[src/rtl/irq_nest3_ctrl.sv]
module irq_nest3_ctrl #(
  parameter int NUSR = 11,
  parameter int VW = 4,
  parameter logic [15:0] EDGE_MASK = 16'h0005,
  parameter logic [VW-1:0] PSM_VEC = 4'd12
) (
  input  logic            clk,
  input  logic            rst_n,
  input  logic [NUSR-1:0] irq_src,
  input  logic            psm_req,
  input  logic [1:0]      reg_addr,
  input  logic            reg_wr,
  input  logic [7:0]      reg_wdata,
  output logic [7:0]      reg_rdata,
  input  logic            int_ack,
  input  logic            int_reti,
  output logic            int_req,
  output logic [VW-1:0]   int_vec,
  output logic [2:0]      in_service
);
  localparam int NHI = NUSR - 6;
  localparam logic [NUSR-1:0] EMASK = EDGE_MASK[NUSR-1:0];

  logic            gie;
  logic [NUSR-1:0] en, pri, src_d, lat;
  logic [NUSR-1:0] pend, elig, hi_set, lo_set, clr;
  logic [2:0]      isv, isv_top, isv_n;
  logic            req_q, ack_ok;
  logic [VW-1:0]   vec_q, cand_vec;
  logic [1:0]      lvl_q, cand_lvl;
  logic            cand_ok, psm_ok, hi_ok, lo_ok;
  logic            unused_wbits;

  function automatic logic [VW-1:0] first_idx(input logic [NUSR-1:0] v);
    first_idx = '0;
    for (int i = NUSR - 1; i >= 0; i--)
      if (v[i]) first_idx = VW'(i);
  endfunction

  assign unused_wbits = ^reg_wdata;

  assign pend   = (lat & EMASK) | (irq_src & ~EMASK);
  assign elig   = pend & en & {NUSR{gie}};
  assign hi_set = elig & pri;
  assign lo_set = elig & ~pri;

  assign psm_ok = psm_req & ~isv[2];
  assign hi_ok  = (|hi_set) & ~(|isv[2:1]);
  assign lo_ok  = (|lo_set) & ~(|isv);

  always_comb begin
    cand_ok  = 1'b1;
    cand_vec = '0;
    cand_lvl = 2'd0;
    if (psm_ok) begin
      cand_vec = PSM_VEC;
      cand_lvl = 2'd2;
    end else if (hi_ok) begin
      cand_vec = first_idx(hi_set);
      cand_lvl = 2'd1;
    end else if (lo_ok) begin
      cand_vec = first_idx(lo_set);
    end else begin
      cand_ok = 1'b0;
    end
  end

  assign ack_ok  = int_ack & req_q;
  assign clr     = ack_ok ? (NUSR'(1) << vec_q) : '0;
  assign isv_top = isv[2] ? 3'b100 : isv[1] ? 3'b010 : isv[0] ? 3'b001 : 3'b000;
  assign isv_n   = (isv & ~(int_reti ? isv_top : 3'b000))
                 | (ack_ok ? (3'b001 << lvl_q) : 3'b000);

  always_comb begin
    reg_rdata = '0;
    case (reg_addr)
      2'd0:    reg_rdata = {gie, 1'b0, en[5:0]};
      2'd1:    reg_rdata = {2'b00, pri[5:0]};
      2'd2:    reg_rdata[NHI-1:0] = en[NUSR-1:6];
      default: reg_rdata[NHI-1:0] = pri[NUSR-1:6];
    endcase
  end

  always_ff @(posedge clk or negedge rst_n) begin
    if (!rst_n) begin
      gie <= 1'b0;
      en  <= '0;
      pri <= '0;
    end else if (reg_wr) begin
      case (reg_addr)
        2'd0: begin
          gie     <= reg_wdata[7];
          en[5:0] <= reg_wdata[5:0];
        end
        2'd1:    pri[5:0]      <= reg_wdata[5:0];
        2'd2:    en[NUSR-1:6]  <= reg_wdata[NHI-1:0];
        default: pri[NUSR-1:6] <= reg_wdata[NHI-1:0];
      endcase
    end
  end

  always_ff @(posedge clk or negedge rst_n) begin
    if (!rst_n) begin
      src_d <= '0;
      lat   <= '0;
      isv   <= '0;
      req_q <= 1'b0;
      vec_q <= '0;
      lvl_q <= 2'd0;
    end else begin
      src_d <= irq_src;
      lat   <= ((lat & ~clr) | (irq_src & ~src_d)) & EMASK;
      isv   <= isv_n;
      req_q <= cand_ok & ~int_ack;
      vec_q <= cand_vec;
      lvl_q <= cand_lvl;
    end
  end

  assign int_req    = req_q;
  assign int_vec    = vec_q;
  assign in_service = isv;
endmodule

[config.mk]
export PLATFORM = sky130hd
export DESIGN_NAME = irq_nest3_ctrl
export DESIGN_NICKNAME = d
export VERILOG_FILES = /design/src/rtl/irq_nest3_ctrl.sv
export SDC_FILE = /design/constraint.sdc
export NUM_CORES = 1
export LEC_CHECK = 0
export BUFFER_PORTS_ARGS = -buffer_cell sky130_fd_sc_hd__buf_2
export CORE_ASPECT_RATIO = 0.7
export CORE_MARGIN = 2
export CORE_UTILIZATION = 42
export DETAILED_ROUTE_END_ITERATION = 8
export MAX_ROUTING_LAYER = met4
export SYNTH_ARGS = -nofsm -noshare
export SYNTH_HDL_FRONTEND = slang
export SYNTH_SLANG_ARGS = --single-unit
[constraint.sdc]
create_clock -name clk -period 3.6 [get_ports clk]
set_input_delay 0.54 -clock clk [delete_from_list [all_inputs] [get_ports clk]]
set_output_delay 0.54 -clock clk [all_outputs]
set_load 0.01 [all_outputs]
==> results.md, run 1 <==
- Fin nets: 242
- Post-synthesis sequential element count: 37
- Crit path DAT: ~2400 ps
- N_diodes: 0
- CP max-delay cell: dfrtp_1
- Setup ws final: between 1000 and 1500 ps
- Unrepaired setup endpoints after global routing: no
- Critical path class: reg -> reg
- All-Layer GR Usage: 0.196
- Reg2reg path depth: 5
- Row Count: 21
- Fin cells: 285
- Setup WS pre-CTS: 1400 ps
- Vias in the first global route: between 1.5k and 2k
- Maximum buffer depth of the clock tree: 2
- Crit-path max cell delay: roughly 900 ps
- Cell count after synthesis: 174
- Synthesized area: 2080 sq um
- Seq/Total Area, Yosys: 0.444
- Final min period: 2210 ps
- Measured slew at the worst slew-check pin: 860 ps
- Post-CTS setup buffers: 0
- Final HPWL DP: 3.84 mm
- Layout overhead on the synthesized area: 15.4%
- Die ar.: 5550 sq um
- Wire per inst: 17.1 um
- Via density: 5.55
- Commonest cells after routing, fill and taps aside: buf_2 (40), dfrtp_1 (37), mux2_2 (23)
- Syn Area/Cell: 12.0 sq um
- Placer Congestion: 0.855
- Initial antenna violation count: 0
- CTS Buf Count: 5
- Num Clock Sinks: 37
- Final worst path period share: 0.613
- Syn nets: 201
- Setup tns final: 0 ps
- Worst Path Buf+Inv: 0
- CTS tree: yes
- Syn. warnings: 0
- Pleak: 0.00108 uW
- # H-tree levels: 2
- Largest net degree at the start of global routing: 38
- DRC viols: 0
- Final Hold Viols: 0
- CTS clk-pin slew, worst paths: 70 ps
- Total vias in the final route: around 1.6k
- Inst Count DP: 277
- Post-CTS Resized: 0
- Area of the core: ~4800 sq um
- Register-to-Register Setup Slack: 1390 ps
- Commonest non-fill, non-tap cell in the layout: buf_2
- Max cap viols: 0
- Ys flop type: dfrtp_1
- Filler Cell Count: 470
- CP startpoint kind: flop
- Layout Skew: ~3 ps
- Initial DRC Count: 66
- Setup Viol. Count Final: 0
- Async set-reset flop share out of synthesis: 1.00
- Total grt overflow: 0
- Clk_lat worst skew: 280 ps
- CTS Root Cell: clkbuf_8
- Slew Viols, Final: 0
- Worst-path maximum fanout: 27
- Worst relative slew slack: 0.427
- Post-CTS Hold Buffers: 0
- Remaining antenna violation count: 0
- First drt pass iteration count: 5
- Post-synth cell types: 43
- Peak supply drop: 0.228 mV
- Crit-path cells: nand4_1 -> nand4_4 -> o31ai_4 -> and2b_1 -> a2bb2oi_1
- Post-synth EDFFs: 0
- Pwr/cell area: 522 nW/um^2
- Status: completed
- Critical path required time: 3750 ps
- Initial Utilization: 0.436
- Routed Wire Length: between 4 and 5 mm
- Num ports: 43
- Hold WC Path Type: in -> async
- First-pass GRT wire length: ~7.9 mm
- Fmax: 0.453 GHz
- Ratio of cells with drive above 1 in the final layout: 0.407
- RR Startpoint: gie
- Crit end category: flop
- Die width: around 88 um
- Die height: about 63 um
- CP top delay family: flip-flops
- I/O Buffers: 40
- R2R Path End: int_vec[0]
==> state kept, by name (all words and copies together) (netlist names) <==
register / count
src_d: 2
int_req: 1
int_vec: 4
in_service: 3
lat: 2
pri: 11
lvl_q: 2
gie: 1
en: 11
==> stage by stage <==
step | cell area, sq um | util | power [uW] | hold slack (ps)
floorplan | 2080 | - | 865 | 244
global placement | 2320 | 0.486 | 975 | 411
detailed placement | 2320 | 0.486 | 992 | 415
CTS | 2410 | 0.503 | 1270 | 367
global route | 2410 | 0.503 | 1350 | 353
finish | 2410 | 0.503 | 1260 | 347
==> where the power goes <==
part           switching, uW  internal (uW)
clock                    139            134
combinational            192            195
sequential              97.6            498
total                    429            828
==> cell usage after synthesis, drive strengths merged (4+ instances only) <==
library cell  instances  area, sq um
mux4                  5          113
nor2                  5         18.8
dfrtp                37          926
a21oi                 4         20.0
inv                   6         22.5
nand2                 9         33.8
a31oi                 5         31.3
and4b                 7         70.1
mux2                 23          259
o31ai                 5         51.3
nand4b                7         61.3
nand4                13          143
o21ai                 7         35.0
buf                   5         43.8
nor2b                 4         25.0
nand3b                4         33.8
==> kinds of logic (layout without fill, tap and decap cells) <==
family	Yosys count	count (layout)	synth area share
and+or+nand+nor	67	67	0.244
muxes	29	29	0.183
DFF	37	37	0.444
other	1	1	0.00180
AOI/OAI and AO/OA	28	28	0.0936
buffers and inverters	12	54	0.0336
==> worst max path at each step <==
stage | startpoint | endpoint | slack (ps) | cells past startpoint
4_1_cts | gie | int_vec[0] | 1400 | 5
2_1_floorplan | reg_addr[0] | reg_rdata[0] | 1750 | 2
3_3_place_gp | gie | int_vec[0] | 1420 | 5
6_report | gie | int_vec[0] | 1390 | 5
3_5_place_dp | gie | int_vec[0] | 1400 | 5
5_1_grt | gie | int_vec[0] | 1210 | 5
==> area by class of cell <==
| class | count | area [sq um] | area share |
|---|---|---|---|
| Multi-Input combinational cell | 125 | 1090 | 0.452 |
| Sequential cell | 37 | 926 | 0.385 |
| Timing Repair Buffer | 40 | 200 | 0.0832 |
| Tap cell | 69 | 86.3 | 0.0359 |
| Clock buffer | 6 | 72.6 | 0.0302 |
| Inverter | 6 | 22.5 | 0.00936 |
| Clock inverter | 2 | 10.0 | 0.00416 |
==> worst reg2reg max path, delay by kind of cell, from the launching register on <==
family / cells / cell delay [ps]
AO/OA/AOI/OAI: 2 / 270
flip-flops: 1 / 910
AND/OR/NAND/NOR: 3 / 910
==> metal layers <==
layer | vias up | GRT usage | share of wire | wire length (um)
met1 | 769 | 0.278 | 0.47 | 2290
li1 | 760 | - | - | -
met5 | - | - | 0 | 0
met4 | 0 | 0.0511 | 0.0098 | 48
met2 | 48 | 0.288 | 0.46 | 2240
met3 | 5 | 0.0383 | 0.063 | 309
Power figures use the tool's default switching activity.
==> run 2: changes to the inputs <==
==> constraint.sdc (replaced) <==
create_clock -name clk -period 2.1 [get_ports clk]
set_input_delay 0.315 -clock clk [delete_from_list [all_inputs] [get_ports clk]]
set_output_delay 0.315 -clock clk [all_outputs]
set_load 0.01 [all_outputs]
==> run 2 against run 1 <==
Effect of this change:
- clock skew increased by 4.0 ps
- setup slack got worse by 1100 ps
- final cell count increased by 1.8%
- critical path depth increased by 2
- non-clock buffer count increased by 5
- critical path type unchanged
- critical endpoint is now int_vec[2]
- fmax increased by 21%
- sequential power increased by 66%
- register-to-register slack got worse by 1100 ps
==> results.md, run 2 (same netlist as run 1, synthesis figures left out) <==
- Status: completed
- Crit end category: flop
- R2R Path End: int_vec[2]
- Register-to-Register Setup Slack: 270 ps (-1120 ps)
- Final Cell Area: 2470 sq um (+2.9%)
- Die height: 62.9 um (unchanged)
- First-pass GRT wire length: 8.33 mm (+5.4%)
- Critical path required time: 2290 ps (-1460 ps)
- Worst-path maximum fanout: 27 (unchanged)
- Crit path DAT: 2020 ps (-340 ps)
- Post-CTS setup buffers: 0 (unchanged)
- Setup tns final: 0 ps (unchanged)
- Pleak: 0.00112 uW (+3.4%)
- Commonest cells after routing, fill and taps aside: buf_2 (40), dfrtp_1 (37), mux2_2 (23)
- Initial DRC Count: 99 (+50%)
- Fmax: 0.547 GHz (+21%)
- All-Layer GR Usage: 0.206 (+0.0101)
- Layout overhead on the synthesized area: 18.7%
- Final HPWL DP: 3.83 mm (-0.30%)
- Largest net degree at the start of global routing: 38 (unchanged)
- RR Startpoint: gie
- Total vias in the final route: 1602 (+1.3%)
- Fin nets: 247 (+2.1%)
- Setup Viol. Count Final: 0 (unchanged)
- Hold WC Path Type: in -> async
- Final Hold Viols: 0 (unchanged)
- Layout Skew: 7.05 ps (+4.00 ps)
- Num ports: 43 (unchanged)
- Die width: 88.2 um (unchanged)
- Clk_lat worst skew: 290 ps (about the same)
- Commonest non-fill, non-tap cell in the layout: buf_2
- CTS tree: yes
- DRC viols: 0 (unchanged)
- Placer Congestion: 0.878 (+2.7%)
- Remaining antenna violation count: 0 (unchanged)
- Initial antenna violation count: 0 (unchanged)
- Area after DPL: 2370 sq um (+2.2%)
- Unrepaired setup endpoints after global routing: no
- Peak supply drop: 0.387 mV (+70%)
- Slew Viols, Final: 0 (unchanged)
- Final min period: 1830 ps (-378 ps)
- # H-tree levels: 2 (unchanged)
- Max cap viols: 0 (unchanged)
- Total grt overflow: 0 (unchanged)
- Pwr/cell area: 910 nW/um^2 (+74%)
- CP max-delay cell: dfrtp_1
- Critical path class: reg -> reg
- Vias in the first global route: 1641 (+4.6%)
- Die ar.: 5550 sq um (unchanged)
- Initial Utilization: 0.436 (unchanged)
- Area of the core: 4780 sq um (unchanged)
- Final worst path period share: 0.871 (+0.258)
- Wire per inst: 17.0 um (-1.1%)
- Crit-path max cell delay: 400 ps (-510 ps)
- CTS clk-pin slew, worst paths: 70 ps (about the same)
- Reg2reg path depth: 7 (+2)
- Row Count: 21 (unchanged)
- N_diodes: 0 (unchanged)
- Num Clock Sinks: 37 (unchanged)
- Crit-path cells: buf_12 -> nand4_1 -> buf_4 -> nand4_4 -> o31ai_4 -> nand3b_2 -> o31ai_1
- Routed Wire Length: 4.92 mm (+0.61%)
- First drt pass iteration count: 4 (-1)
- Worst relative slew slack: 0.449 (+0.0225)
- Maximum buffer depth of the clock tree: 2 (unchanged)
- I/O Buffers: 40 (unchanged)
- CTS Root Cell: clkbuf_8
- CTS Buf Count: 5 (unchanged)
- CP startpoint kind: flop
- Ratio of cells with drive above 1 in the final layout: 0.425 (+0.0179)
- Post-CTS Resized: 0 (unchanged)
- Post-CTS Hold Buffers: 0 (unchanged)
- Via density: 5.52 (-0.48%)
- Measured slew at the worst slew-check pin: 826 ps (-33.7 ps)
## run 2: cell type report
type	count	area, sq um
timing repair buffer	45	250
clock buffer	7	96.3
sequential	37	926
clock inverter	1	5.00
tap	69	86.3
inverter	6	22.5
multi-input combinational	125	1090
fill	440	2310
## run 2: routing by layer
metal  vias to the layer above  global-route usage  share of wire  wire length, um
met5                         -                   -              0                0
met4                         0              0.0492          0.010               50
met3                         6              0.0555          0.052              258
met2                        41               0.292           0.46             2240
met1                       791               0.294           0.48             2370
li1                        764                   -              -                -
## run 2: worst max-delay path: cells and delay by family, from the launching register on
kind	cells	cell delay [ps]
flip-flops	1	400
buffers and inverters	2	320
AND/OR/NAND/NOR	3	350
AO/OA/AOI/OAI	2	650
## run 2: power by group
group | switching [uW] | leakage [uW] | internal, uW
combinational | 361 | 0.000622 | 356
clock | 248 | 0.0000542 | 297
sequential | 137 | 0.000441 | 855
total | 746 | 0.00112 | 1510
## run 2: worst max-delay path by stage
| stage | from | to | slack, ps | depth (start not counted) |
|---|---|---|---|---|
| 2_1_floorplan | gie | int_vec[0] | 520 | 7 |
| 3_3_place_gp | gie | int_vec[3] | 320 | 7 |
| 3_5_place_dp | gie | int_vec[2] | 300 | 7 |
| 4_1_cts | gie | int_vec[2] | 280 | 7 |
| 5_1_grt | gie | int_vec[2] | 130 | 7 |
| 6_report | gie | int_vec[2] | 270 | 7 |
## run 2: per-stage QoR
step	cells	setup WS (ps)	hold slack, ps	total power [uW]	util
after global placement	282	321	410	1700	0.496
after floorplan	174	516	19.4	1480	-
after CTS	290	280	133	2270	0.518
after detailed placement	282	299	416	1720	0.496
final	290	271	122	2250	0.518
after global routing	290	126	128	2410	0.518
==> run 3: changes to the inputs <==
--- a/config.mk
+++ b/config.mk
@@ -7,7 +7,6 @@
 export LEC_CHECK = 0
 export BUFFER_PORTS_ARGS = -buffer_cell sky130_fd_sc_hd__buf_2
 export CORE_ASPECT_RATIO = 0.7
-export CORE_MARGIN = 2
 export CORE_UTILIZATION = 42
 export DETAILED_ROUTE_END_ITERATION = 8
 export MAX_ROUTING_LAYER = met4
==> constraint.sdc (replaced) <==
create_clock -name clk -period 2.1 [get_ports clk]
set_input_delay 0.315 -clock clk [delete_from_list [all_inputs] [get_ports clk]]
set_output_delay 0.315 -clock clk [all_outputs]
set_load 0.1 [all_outputs]
==> run 3 against run 2 <==
Effect of this change:
- routed wire length fell by 1.3%
- combinational power grew 69%
- setup slack worse by 23 ps
- highest routed layer unchanged
==> results.md, run 3 (same netlist as run 1, synthesis figures left out) <==
- Status: completed
- Die width: 86.2 um (-2.3%)
- Num Clock Sinks: 37 (unchanged)
- All-Layer GR Usage: 0.209 (+0.00298)
- Slew Viols, Final: 0 (unchanged)
- Ratio of cells with drive above 1 in the final layout: 0.432 (+0.00648)
- CTS Buf Count: 5 (unchanged)
- Total grt overflow: 0 (unchanged)
- Initial DRC Count: 154 (+56%)
- Hold WC Path Type: in -> async
- Filler Cell Count: 442 (+0.45%)
- Remaining antenna violation count: 0 (unchanged)
- Die height: 60.9 um (-3.2%)
- Commonest non-fill, non-tap cell in the layout: buf_2
- Total vias in the final route: 1625 (+1.4%)
- Placer Congestion: 0.882 (+0.54%)
- Inst Count DP: 281 (-0.35%)
- Maximum buffer depth of the clock tree: 2 (unchanged)
- Worst-path maximum fanout: 18 (-33%)
- Peak supply drop: 0.357 mV (-7.7%)
- Crit path DAT: 2040 ps (+20 ps)
- Layout overhead on the synthesized area: 20.4%
- CP startpoint kind: flop
- Crit end category: flop
- Fin cells: 289 (-0.34%)
- Final HPWL DP: 3.72 mm (-2.7%)
- Final worst path period share: 0.882 (+0.0109)
- Vias in the first global route: 1524 (-7.1%)
- Fmax: 0.540 GHz (-1.2%)
- # H-tree levels: 2 (unchanged)
- Switching part of the total: 0.427 (+0.0958)
- Layout Skew: 6.91 ps (-0.140 ps)
- Final min period: 1850 ps (+22.9 ps)
- Unrepaired setup endpoints after global routing: no
- Post-CTS setup buffers: 0 (unchanged)
- Fin nets: 246 (-0.40%)
- Post-CTS Hold Buffers: 0 (unchanged)
- Setup Viol. Count Final: 0 (unchanged)
- First-pass GRT wire length: 7.76 mm (-6.8%)
- Commonest cells after routing, fill and taps aside: buf_2 (39), dfrtp_1 (37), mux2_2 (23)
- Reg power frac: 0.339 (-0.101)
- First drt pass iteration count: 4 (unchanged)
- Area of the core: 4780 sq um (unchanged)
- Measured slew at the worst slew-check pin: 817 ps (-9.30 ps)
- CTS clk-pin slew, worst paths: 80 ps (about the same)
- Critical path class: reg -> reg
- DRC viols: 0 (unchanged)
- Pleak: 0.00113 uW (+1.0%)
- Initial antenna violation count: 0 (unchanged)
- Post-CTS Resized: 0 (unchanged)
- CTS tree: yes
- Int Pwr: 1680 uW (+12%)
- Largest net degree at the start of global routing: 38 (unchanged)
- Via density: 5.62 (+1.8%)
- Clock share of power: 0.248 (+0.007)
- Sw Pwr: 1250 uW (+68%)
- Initial Utilization: 0.436 (unchanged)
- Critical path required time: 2290 ps (about the same)
- Clk_lat worst skew: 290 ps (about the same)
- I/O Buffers: 40 (unchanged)
- Routed Wire Length: 4.85 mm (-1.3%)
- Worst relative slew slack: 0.455 (+0.00620)
- Num ports: 43 (unchanged)
- Die ar.: 5250 sq um (-5.4%)
- Comb power frac: 0.413 (+0.095)
- Pwr/cell area: 1170 nW/um^2 (+28%)
- Max cap viols: 0 (unchanged)
- Row Count: 21 (unchanged)
- Final Hold Viols: 0 (unchanged)
- CTS Root Cell: clkbuf_8
- N_diodes: 0 (unchanged)
- Power Total: 2930 uW (+30%)
- Wire per inst: 16.8 um (-1.0%)
[run 3: changes by cell type in the layout (fill, tap and decap cells not counted), sizes merged]
cell | previous run | this run
clkbuf | 7 | 5
bufinv | 0 | 2
buf | 45 | 44
[run 3: layout make-up]
cell class | count | area [sq um] | share of cell area
multi-input cells | 125 | 1100 | 0.437
flip-flops and latches | 37 | 926 | 0.369
repair buffers | 44 | 245 | 0.0977
well taps | 69 | 86.3 | 0.0344
clock buffers | 5 | 68.8 | 0.0274
clock inverters | 3 | 65.1 | 0.0259
inverters | 6 | 22.5 | 0.00897
[run 3: per-stage QoR]
step | worst slack (ps) | setup TNS [ps] | cell area, sq um | utilization | hold slack [ps]
floorplan | -43.1 | -43.1 | 2090 | - | 19.4
global placement | 281 | 0 | 2380 | 0.497 | 410
detailed placement | 265 | 0 | 2380 | 0.497 | 418
CTS | 245 | 0 | 2510 | 0.525 | 132
global route | 95.7 | 0 | 2510 | 0.525 | 138
finish | 248 | 0 | 2510 | 0.525 | 112
[run 3: worst max-delay path, cell delays in order, from the launching register on]
cell and delay [ps]:
dfrtp_1 380, buf_4 200, nand4_1 240, nand4_4 150, o31ai_4 390, nand3b_2 120
o31ai_1 280
[run 3: power groups by stage]
stage / Sequential (uW) / Clock, uW / Combinational (uW)
floorplan: 1280 / 0 / 697
detailed placement: 1010 / 0 / 1210
finish: 995 / 727 / 1210
CTS: 991 / 741 / 1210
global route: 1020 / 776 / 1280
global placement: 991 / 0 / 1190
[run 3: final timing paths]
path / from / endpoint / slack [ps] / cells past startpoint
setup / recovery: gie / int_vec[3] / 250 / 6
min in group clk: irq_src[0] / src_d[0] / 140 / 1
hold / removal: rst_n / src_d[0] / 110 / 1
hold reg to reg: src_d[2] / lat[2] / 420 / 1
setup reg to reg: gie / int_vec[3] / 250 / 6
max in group asynchronous: rst_n / pri[1] / 1470 / 1
[run 3: per-layer routing]
layer / GRT usage / routed length, um / vias up / share of wire
met5: - / 0 / - / 0
met4: 0.0619 / 25 / 0 / 0.0052
met3: 0.0395 / 219 / 3 / 0.045
met2: 0.319 / 2210 / 52 / 0.46
met1: 0.285 / 2390 / 803 / 0.49
li1: - / - / 767 / -
